File: config.mk
export PLATFORM = sky130hd
export DESIGN_NAME = range_maint_engine
export DESIGN_NICKNAME = d
export VERILOG_FILES = /design/src/rtl/rme_pkg.sv /design/src/rtl/rme_start_regs.sv /design/src/rtl/rme_range_check.sv /design/src/rtl/rme_walker.sv /design/src/rtl/range_maint_engine.sv
export SDC_FILE = /design/constraint.sdc
export NUM_CORES = 1
export LEC_CHECK = 0
export BUFFER_PORTS_ARGS = -buffer_cell sky130_fd_sc_hd__buf_2
export CAP_MARGIN = 20
export CORE_AREA = 2 2 177 109
export CTS_BUF_LIST = sky130_fd_sc_hd__clkbuf_4 sky130_fd_sc_hd__clkbuf_8
export CTS_CLUSTER_SIZE = 14
export DETAILED_ROUTE_END_ITERATION = 16
export DIE_AREA = 0 0 179 111
export GPL_TIMING_DRIVEN = 0
export PLACE_DENSITY = 0.62
export SKIP_LAST_GASP = 1
export SYNTH_ARGS = -nofsm -noshare
export SYNTH_HDL_FRONTEND = slang
export SYNTH_SLANG_ARGS = --single-unit
File: constraint.sdc
create_clock -name clk -period 6.5 [get_ports clk]
set_clock_uncertainty 0.1 [all_clocks]
set_input_delay 0.325 -clock clk [delete_from_list [all_inputs] [get_ports clk]]
set_output_delay 0.325 -clock clk [all_outputs]
set_load 0.05 [all_outputs]
File: src/rtl/rme_pkg.sv
package rme_pkg;
  // Kind of maintenance carried by each per-line request.
  typedef enum logic {
    OP_CLEAN = 1'b0,
    OP_INVAL = 1'b1
  } rme_op_e;

  // Register select: bit 1 chooses the kind, bit 0 chooses start/end.
  localparam int SEL_KIND_BIT = 1;
  localparam int SEL_END_BIT  = 0;
endpackage

File: src/rtl/rme_start_regs.sv
module rme_start_regs #(
  parameter int ADDR_W = 32,
  parameter int N_KIND = 2
) (
  input  logic                          clk,
  input  logic                          rst_n,
  input  logic                          wr_en,
  input  logic [1:0]                    wr_sel,
  input  logic [ADDR_W-1:0]             wr_data,
  output logic [N_KIND-1:0][ADDR_W-1:0] start_q
);
  import rme_pkg::*;

  // One start register per operation kind, written regardless of busy.
  for (genvar g = 0; g < N_KIND; g++) begin : g_kind
    logic             ld_en;
    logic [ADDR_W-1:0] start_d;

    always_comb begin
      ld_en   = wr_en && !wr_sel[SEL_END_BIT] && (int'(wr_sel[SEL_KIND_BIT]) == g);
      start_d = ld_en ? wr_data : start_q[g];
    end

    always_ff @(posedge clk or negedge rst_n) begin
      if (!rst_n) start_q[g] <= '0;
      else        start_q[g] <= start_d;
    end
  end
endmodule

File: src/rtl/rme_range_check.sv
module rme_range_check #(
  parameter int ADDR_W   = 32,
  parameter int LINE_LSB = 5,
  parameter int PAGE_LSB = 12
) (
  input  logic [ADDR_W-1:0] lo_addr,
  input  logic [ADDR_W-1:0] hi_addr,
  output logic              bad,
  output logic              empty,
  output logic [ADDR_W-1:0] first_line,
  output logic [ADDR_W-1:0] last_line
);
  localparam int LW = ADDR_W - LINE_LSB;

  logic [LW:0]     up_idx;
  logic [ADDR_W:0] first_ext;
  logic [ADDR_W:0] last_ext;

  always_comb begin
    // Lowest line base at or above the start address (one extra bit for carry).
    up_idx = {1'b0, lo_addr[ADDR_W-1:LINE_LSB]};
    if (|lo_addr[LINE_LSB-1:0]) up_idx = up_idx + {{LW{1'b0}}, 1'b1};
    first_ext  = {up_idx, {LINE_LSB{1'b0}}};
    last_ext   = {1'b0, hi_addr[ADDR_W-1:LINE_LSB], {LINE_LSB{1'b0}}};
    first_line = first_ext[ADDR_W-1:0];
    last_line  = last_ext[ADDR_W-1:0];
    bad   = (hi_addr < lo_addr) ||
            (hi_addr[ADDR_W-1:PAGE_LSB] != lo_addr[ADDR_W-1:PAGE_LSB]);
    empty = first_ext > last_ext;
  end
endmodule

File: src/rtl/rme_walker.sv
module rme_walker #(
  parameter int ADDR_W     = 32,
  parameter int LINE_BYTES = 32
) (
  input  logic              clk,
  input  logic              rst_n,
  input  logic              launch,
  input  logic              launch_empty,
  input  logic              launch_op,
  input  logic [ADDR_W-1:0] launch_first,
  input  logic [ADDR_W-1:0] launch_last,
  input  logic              req_ack,
  output logic              busy,
  output logic              done,
  output logic              req_valid,
  output logic              req_op,
  output logic [ADDR_W-1:0] req_addr
);
  localparam int               LINE_LSB = $clog2(LINE_BYTES);
  localparam logic [ADDR_W-1:0] STEP    = ADDR_W'(LINE_BYTES);

  logic              busy_q, busy_d;
  logic              done_q, done_d;
  logic              op_q, op_d;
  logic [ADDR_W-1:0] cur_q, cur_d;
  logic [ADDR_W-1:0] last_q, last_d;
  logic              ld_en, adv_en;

  // Next-state logic.
  always_comb begin
    busy_d = busy_q;
    done_d = 1'b0;
    ld_en  = !busy_q && launch;
    adv_en = busy_q && req_ack && (cur_q != last_q);
    if (busy_q && req_ack && (cur_q == last_q)) begin
      busy_d = 1'b0;
      done_d = 1'b1;
    end
    if (ld_en) busy_d = 1'b1;
    if (!busy_q && launch_empty) done_d = 1'b1;
    cur_d  = ld_en ? launch_first : (adv_en ? cur_q + STEP : cur_q);
    last_d = ld_en ? launch_last : last_q;
    op_d   = ld_en ? launch_op : op_q;
  end

  // State registers.
  always_ff @(posedge clk or negedge rst_n) begin
    if (!rst_n) begin
      busy_q <= 1'b0;
      done_q <= 1'b0;
      op_q   <= 1'b0;
      cur_q  <= '0;
      last_q <= '0;
    end else begin
      busy_q <= busy_d;
      done_q <= done_d;
      op_q   <= op_d;
      cur_q  <= cur_d;
      last_q <= last_d;
    end
  end

  assign busy      = busy_q;
  assign done      = done_q;
  assign req_valid = busy_q;
  assign req_op    = op_q;
  assign req_addr  = cur_q;

  a_r4_hold: assert property (@(posedge clk) disable iff (!rst_n)
    req_valid && !req_ack |=> req_valid && $stable(req_addr) && $stable(req_op));
  a_r3_step: assert property (@(posedge clk) disable iff (!rst_n)
    req_valid && req_ack && (cur_q != last_q) |=> req_valid && (req_addr == $past(req_addr) + STEP));
  a_r3_aligned: assert property (@(posedge clk) disable iff (!rst_n)
    req_valid |-> (req_addr[LINE_LSB-1:0] == '0));
  a_r6_done_idle: assert property (@(posedge clk) disable iff (!rst_n)
    done |-> !busy && !req_valid);
endmodule

File: src/rtl/range_maint_engine.sv
module range_maint_engine #(
  parameter int ADDR_W     = 32,
  parameter int LINE_BYTES = 32,
  parameter int PAGE_BYTES = 4096
) (
  input  logic              clk,
  input  logic              rst_n,
  input  logic              wr_en,
  input  logic [1:0]        wr_sel,
  input  logic [ADDR_W-1:0] wr_data,
  output logic              busy,
  output logic              done,
  output logic              err_range,
  output logic              err_overrun,
  output logic              req_valid,
  output logic              req_op,
  output logic [ADDR_W-1:0] req_addr,
  input  logic              req_ack
);
  import rme_pkg::*;

  localparam int LINE_LSB = $clog2(LINE_BYTES);
  localparam int PAGE_LSB = $clog2(PAGE_BYTES);
  localparam int N_KIND   = 2;

  // Reset: asserted asynchronously, released on a clock edge.
  logic [1:0] rst_pipe_q;
  logic       rst_sync_n;
  always_ff @(posedge clk or negedge rst_n) begin
    if (!rst_n) rst_pipe_q <= 2'b00;
    else        rst_pipe_q <= {rst_pipe_q[0], 1'b1};
  end
  assign rst_sync_n = rst_pipe_q[1];

  logic [N_KIND-1:0][ADDR_W-1:0] start_q;
  logic [ADDR_W-1:0] sel_start;
  logic              end_wr, accept, bad, empty;
  logic [ADDR_W-1:0] first_line, last_line;
  logic              launch, launch_empty;
  logic              err_range_q, err_range_d;
  logic              err_ovr_q, err_ovr_d;

  rme_start_regs #(.ADDR_W(ADDR_W), .N_KIND(N_KIND)) u_start (
    .clk     (clk),
    .rst_n   (rst_sync_n),
    .wr_en   (wr_en),
    .wr_sel  (wr_sel),
    .wr_data (wr_data),
    .start_q (start_q)
  );

  assign sel_start = start_q[wr_sel[SEL_KIND_BIT]];

  rme_range_check #(.ADDR_W(ADDR_W), .LINE_LSB(LINE_LSB), .PAGE_LSB(PAGE_LSB)) u_chk (
    .lo_addr    (sel_start),
    .hi_addr    (wr_data),
    .bad        (bad),
    .empty      (empty),
    .first_line (first_line),
    .last_line  (last_line)
  );

  // Launch decode and sticky flags (next state).
  always_comb begin
    end_wr       = wr_en && wr_sel[SEL_END_BIT];
    accept       = end_wr && !busy;
    launch       = accept && !bad && !empty;
    launch_empty = accept && !bad && empty;
    err_range_d  = err_range_q | (accept && bad);
    err_ovr_d    = err_ovr_q | (end_wr && busy);
  end

  always_ff @(posedge clk or negedge rst_sync_n) begin
    if (!rst_sync_n) begin
      err_range_q <= 1'b0;
      err_ovr_q   <= 1'b0;
    end else begin
      err_range_q <= err_range_d;
      err_ovr_q   <= err_ovr_d;
    end
  end

  rme_walker #(.ADDR_W(ADDR_W), .LINE_BYTES(LINE_BYTES)) u_walk (
    .clk          (clk),
    .rst_n        (rst_sync_n),
    .launch       (launch),
    .launch_empty (launch_empty),
    .launch_op    (wr_sel[SEL_KIND_BIT]),
    .launch_first (first_line),
    .launch_last  (last_line),
    .req_ack      (req_ack),
    .busy         (busy),
    .done         (done),
    .req_valid    (req_valid),
    .req_op       (req_op),
    .req_addr     (req_addr)
  );

  assign err_range   = err_range_q;
  assign err_overrun = err_ovr_q;

  a_r7_sticky: assert property (@(posedge clk) disable iff (!rst_sync_n)
    err_range |=> err_range);
  a_r8_sticky: assert property (@(posedge clk) disable iff (!rst_sync_n)
    err_overrun |=> err_overrun);
  a_r8_no_disturb: assert property (@(posedge clk) disable iff (!rst_sync_n)
    wr_en && wr_sel[SEL_END_BIT] && busy && !req_ack |=> busy && $stable(req_addr) && $stable(req_op));
  a_r7_no_launch: assert property (@(posedge clk) disable iff (!rst_sync_n)
    accept && bad |=> !busy && !done);
endmodule

# After elaboration in Yosys (flattened, before gate mapping)
# Cells that the tools add are included.
word_totals:
  ff_bits: 130
  inputBits: 38
  out_inout_bits: 38
  elab_cells: 53
op_classes:
  addsub: 2
  n_lt_le_gt_ge: 3
  eq_ne: 3
  mux: 9
  bitwise_logic: 3
  n_reduce_logical: 23
ops:
  columns: ["operator", "n"]
  rows:
  - ["$mux W32", 4]
  - ["$gt A33 B32 Y1", 1]
  - ["$add A32 B6 Y32 const B", 1]
  - ["$eq A32 B32 Y1", 1]
  - ["$lt A32 B32 Y1", 1]
  - ["$ne A32 B32 Y1", 1]
  - ["$add A27 B1 Y28 const B", 1]
  - ["$mux W28", 1]
  - ["$ne A20 B20 Y1", 1]
  - ["$logic_and A1 B1 Y1", 15]
  - ["$reduce_or A5 Y1", 1]
  - ["$logic_not A1 Y1", 4]
  - ["$mux W1", 4]
  - ["$reduce_bool A2 Y1", 2]
  - ["$lt A1 B2 Y1 const B", 1]
  - ["$or A1 B1 Y1", 2]
  - ["$logic_or A1 B1 Y1", 1]
  - ["$not A1 Y1", 1]

# Depth between registers and ports, before layout
logic_depth:
  word_depth: 9
  depth_mapped: 21
  ltp_nobuf: 15

# Hierarchy
# Synthesis repeated with hierarchy kept, for this count alone.
hier_totals:
  cells_unflattened: 906
  hier_area_um2: 8889.8
modules_own_cells:
  columns: ["module", "n_inst", "cells_per_inst", "area_per_inst_um2"]
  rows:
  - ["rme_walker", 1, 414, 3548.4]
  - ["rme_start_regs", 1, 136, 2416.1]
  - ["rme_range_check", 1, 309, 2237.1]
  - ["range_maint_engine", 1, 47, 688.2]

# Worst setup path before layout
# No wires, ideal clock.
synth_path:
  kind: "input-to-reg"
  start: "in wr_sel[1]"
  end: "reg u_walk.last_q[24]"
  setup_time_ns: 0.128
  arrival_time_ns: 4.608
  t_required_ns: 6.272
  path_slack_ns: 1.664
  cell_stages: 21
  path_buffers: 6
  path_cell_list: "buf_6 > buf_6 > buf_6 > clkbuf_1 > buf_1 > mux2i_1 > inv_1 > ha_1 > nand3_1 > or2_2 > o31ai_1 > o21a_1 > ha_1 > nand3_1 > a31oi_1 > a211o_1 > a2111oi_0 > a21o_1 > nand3_2 > buf_4 > mux2_1"
synth_via:
  elab_chain_cells: 8
  word_cells_on_any_way: 14
  cone_classes: "1 x add/sub; 2 x order compare; 1 x eq/ne; 3 x mux; 7 x reduce/logical"
synth_lines:
  columns: ["item", "line", "rtl"]
  rows:
  - ["start: declaration", "range_maint_engine.sv:9", "input logic [1:0] wr_sel,"]
  - ["$mux W32 (implied by the code) * (2 in a row)", "range_maint_engine.sv:52", "assign sel_start = start_q[wr_sel[SEL_KIND_BIT]];"]
  - ["$add A27 B1 Y28, or another cell as far along", "rme_range_check.sv:22", "if (|lo_addr[LINE_LSB-1:0]) up_idx = up_idx + {{LW{1'b0}}, 1'b1};"]
  - ["$mux W28 / $logic_or A1 B1 Y1 (equally long branches)", "rme_range_check.sv:22, rme_range_check.sv:27", null]
  - ["$gt A33 B32 Y1 / $logic_not A1 Y1 (equally long branches)", "rme_range_check.sv:29, range_maint_engine.sv:67", null]
  - ["$logic_not A1 Y1 / $logic_and A1 B1 Y1 (equally long branches)", "range_maint_engine.sv:67", "launch = accept && !bad && !empty;"]
  - ["$logic_and A1 B1 Y1 *", "range_maint_engine.sv:67", null]
  - ["$logic_and A1 B1 Y1 *", "rme_walker.sv:33", "ld_en = !busy_q && launch;"]
  - ["end signal: assignment", "rme_walker.sv:59", "last_q <= last_d;"]
  - ["end: declaration", "rme_walker.sv:26", "logic [ADDR_W-1:0] last_q, last_d;"]
# Every way passes the cells marked *; elsewhere a longest branch is shown, timed or not. The select of a mux whose other input is x is not followed.
# A chain may end at the register's enable or synchronous reset.

# Worst setup path after layout
layout_path:
  start: "in wr_sel[1]"
  end: "reg u_walk.cur_q[22] (netlist: u_walk.req_addr[22])"
layout_via:
  elab_chain_cells: 9
  word_cells_on_any_way: 16
  cone_classes: "1 x add/sub; 2 x order compare; 1 x eq/ne; 4 x mux; 8 x reduce/logical"
layout_lines:
  columns: ["item", "line", "rtl"]
  rows:
  - ["$mux W32 (implied by the code) * (2 in a row)", "range_maint_engine.sv:52", null]
  - ["$add A27 B1 Y28, or another cell as far along", "rme_range_check.sv:22", null]
  - ["$mux W28 / $logic_or A1 B1 Y1 (equally long branches)", "rme_range_check.sv:22, rme_range_check.sv:27", null]
  - ["$gt A33 B32 Y1 / $logic_not A1 Y1 (equally long branches)", "rme_range_check.sv:29, range_maint_engine.sv:67", null]
  - ["$logic_not A1 Y1 / $logic_and A1 B1 Y1 (equally long branches)", "range_maint_engine.sv:67", null]
  - ["$logic_and A1 B1 Y1", "range_maint_engine.sv:67", null]
  - ["$logic_and A1 B1 Y1", "rme_walker.sv:33", null]
  - ["$mux W32 / $reduce_bool A2 Y1 (equally long branches)", null, null]
  - ["end signal: assignment", "rme_walker.sv:58", "cur_q <= cur_d;"]
  - ["end: declaration", "rme_walker.sv:25", "logic [ADDR_W-1:0] cur_q, cur_d;"]
# Marked as above.

==> impl_metrics.yaml <==
global_routing:
  grt_pass1_wl_um: 37400
  grt_max_degree: 54
  grt_antenna_before_repair: 1
  grt_usage_pct: 25.6
  first_global_vias: 6234
  grt_overflow: 0
outcome:
  outcome: "completed"
placement:
  pre_cts_slack_ns: -0.190
  place_area_um2: 8830
  place_congestion: 0.964
  io_buffers: 70
  hpwl_um: 18700
die:
  die-area_um2: 19900
  coreArea_um2: 18500
  initial_core_util_pct: 43.9
  die_w_um: 179
  die_y_um: 111
  pin_count: 76
  rows: 39
drt:
  drt-initial-drc-count: 757
  vias_per_cell: 5.72
  routed_wl_um: 24400
  vias: 6545
  drcViolationCount: 0
  detail-route-antenna-nets: 0
  drt-pass1-iter-count: 6
  wl_per_cell_um: 21.3
clock_network:
  clkLatencyLatePin_ns: 0.45
  clkTransAtPathRegs_ns: 0.08
  postCtsSetupRepairBufs: 0
  htreeDepth: 4
  cts_root_buf: "clkbuf_8"
  clk_path_buf_depth: 2
  cts.sinks: 125
  cts_tree: "yes"
  cts_buffers: 17
synthesis:
  ys_seq_elements: 125
  synthMuxAreaShare_pct: 16.2
  syn_inst: 788
  yosysMostFrequentCell: "dfrtp_1"
  syn_area_per_cell_um2: 10.3
  synthSimpleGateAreaFrac_pct: 14.4
  synth_top_family_by_area: "multiplexers"
  yosys.area.top_type_share_pct: 38.6
  synth_enable_flop_cells: 0
  async_flop_share_pct: 100
  yosysSeqAreaShare_pct: 38.6
  ys_top_cells_by_count: "dfrtp_1 (125), mux2_2 (81), ha_1 (64)"
  synthAdderAreaFrac_pct: 9.87
  synth_compound_area_share_pct: 9.12
  synth.distinct_cells: 65
  synth_area_leaders: "dfrtp_1 (39%), mux2_2 (11%), ha_1 (9.9%)"
  synth_ff_type: "dfrtp_1"
  yosysWarnings: 0
  syn_area_um2: 8110
  yosysTopAreaCell: "dfrtp_1"
  yosys.area_share.xor_xnor_pct: 7.56
worst_setup_path:
  critPathCaptureType: "flip-flop"
  crit_required_ns: 6.72
  worstPathArrival_ns: 6.41
  cp_slowest_cell: "buf_1"
  cp_common_cell: "buf_6"
  crit_family: "buffers and inverters"
  crit_buf_inv: 7
  criticalPathCategory: "input pin to flip-flop"
  critical-path-max-stage-delay_ns: 0.70
  crit_fanout: 10
  start_kind: "input pin"
  path_cells: "buf_2 -> buf_6 -> buf_6 -> buf_6 -> clkbuf_1 -> buf_1 -> a21o_1 -> ha_1 -> nand3_1 -> nor2b_1 -> nand2b_1 -> xor2_1 -> ha_1 -> nand4_1 -> nor4_1 -> nand3_1 -> o21ai_0 -> a21o_1 -> nand3_2 -> buf_4 -> mux2_1"
timing:
  period_share_pct: 95.2
  tightest_slew_ns: 1.15
  max_freq_mhz: 162
  post-route-min-period_ns: 6.19
  rsz0062_at_grt: "no"
  relSlewSlack_pct: 22.8
  setup_ws_ns: 0.312
  hold_violations: 0
  finalSetupViolCount: 0
  slew_viol_final: 0
run:
  max-cap-violations: 0
final_layout:
  area_growth_pct: 13.9
  fin_area_um2: 9240
  seq_area_um2: 3130
  drive_gt1_share_pct: 24.1
  antennaDiodeCount: 0
  multi_input_area_um2: 4660
  final_util_pct: 50.0
  final_nets: 987
  nFillCells: 1737
pwr:
  leakage_nw: 4.58
  p_per_area_nw_per_um2: 227
  irDropWorstVdd_v: 0.000110
worst_hold_path:
  min-delay-path-class: "input pin to flip-flop"
## cells in the final DEF (no fill, tap or decap), types with 6 or more instances in the layout
cell type  netlist  routed
buf_4           11      11
xor2_1          55      55
mux2_1           8       8
o21ai_0         43      43
nor3_1          24      24
ha_1            64      64
a21o_1          10      10
clkbuf_1        16      16
mux2_2          81      81
nor2_1          27      27
inv_1           36      36
mux2i_1         31      31
conb_1           2       6
buf_2            0      71
nand4_1         19      19
a21oi_1         18      18
nand3_1         38      38
xnor2_1         15      15
nand2_1         56      56
nor4_1          12      12
dfrtp_1        125     124
clkbuf_8         0      20
## report_power, final
group          total [mW]  switching [mW]  leakage [nW]  internal [mW]
combinational       0.499           0.291          2.80          0.208
clock               0.693           0.359         0.184          0.335
sequential          0.909          0.0604          1.60          0.849
total                2.10           0.710          4.58           1.39
## area by class of cell
type | instances | area share [%]
buffer | 34 | 2.17
timing repair buffer | 74 | 4.47
inverter | 37 | 1.50
clock inverter | 12 | 1.22
tap | 246 | 3.33
sequential | 125 | 33.9
clock buffer | 20 | 2.98
multi-input combinational | 596 | 50.4
## cell families (layout without fill, tap and decap cells)
| kind of cell | after synthesis | in the layout |
|---|---|---|
| AO/OA/AOI/OAI | 114 | 114 |
| XOR/XNOR | 70 | 70 |
| adder cells (fa/ha/maj) | 64 | 64 |
| buffers and inverters | 71 | 177 |
| flip-flops | 125 | 125 |
| multiplexers | 120 | 120 |
| other | 2 | 6 |
| AND/OR/NAND/NOR | 222 | 222 |
## sequential cells by signal (all words and copies together) (netlist names), 2 cells and up
signal / count
rst_pipe_q: 2
u_walk.last_q: 27
u_walk.req_addr: 27
u_start.start_q: 64
## stage by stage
step	setup TNS, ns	std cells	hold WS (ns)	power [mW]
after floorplan	0	792	-0.0706	1.26
after global placement	-9.18	1108	0.0121	1.40
after detailed placement	-8.73	1110	0.0137	1.41
after CTS	0	1143	0.0130	2.10
after global routing	0	1144	0.0213	2.21
final	0	1144	0.0282	2.10
## path summary, 6_finish.rpt
check | startpoint | to | slack (ns) | cells after the start
max in group asynchronous | rst_pipe_q[1] | u_walk.req_addr[28] | 5.21 | 2
setup / recovery | wr_sel[1] | u_walk.req_addr[22] | 0.31 | 21
setup reg to reg | u_start.start_q[12] | u_walk.req_addr[22] | 1.44 | 15
hold / removal | wr_data[0] | u_start.start_q[32] | 0.03 | 2
min in group asynchronous | rst_n | rst_pipe_q[1] | 0.07 | 2
hold reg to reg | rst_pipe_q[1] | u_start.start_q[14] | 0.17 | 0
## worst reg2reg max path: cells and delay by family (launching register included)
| family | cells | cell delay [ns] |
|---|---|---|
| xor+xnor | 1 | 0.24 |
| simple gates | 5 | 1.35 |
| compound gates | 6 | 1.97 |
| flops | 1 | 0.40 |
| buf+inv | 1 | 0.24 |
| fa+ha+maj | 1 | 0.32 |
| mux | 1 | 0.34 |
## metal layers
layer | wire, um | vias up | global-route usage [%]
li1 | - | 3035 | -
met1 | 12300 | 3187 | 41.0
met2 | 9210 | 287 | 32.1
met3 | 2460 | 36 | 7.75
met4 | 374 | 0 | 7.05
met5 | 0 | - | 0
## repair_timing
item                       4_1_cts  5_1_grt
hold buffers                     1        0
hold endpoints to repair         2        0
resized for setup                0        2
setup endpoints to repair        0       49
No activity file was read; power rests on OpenSTA's default activity.
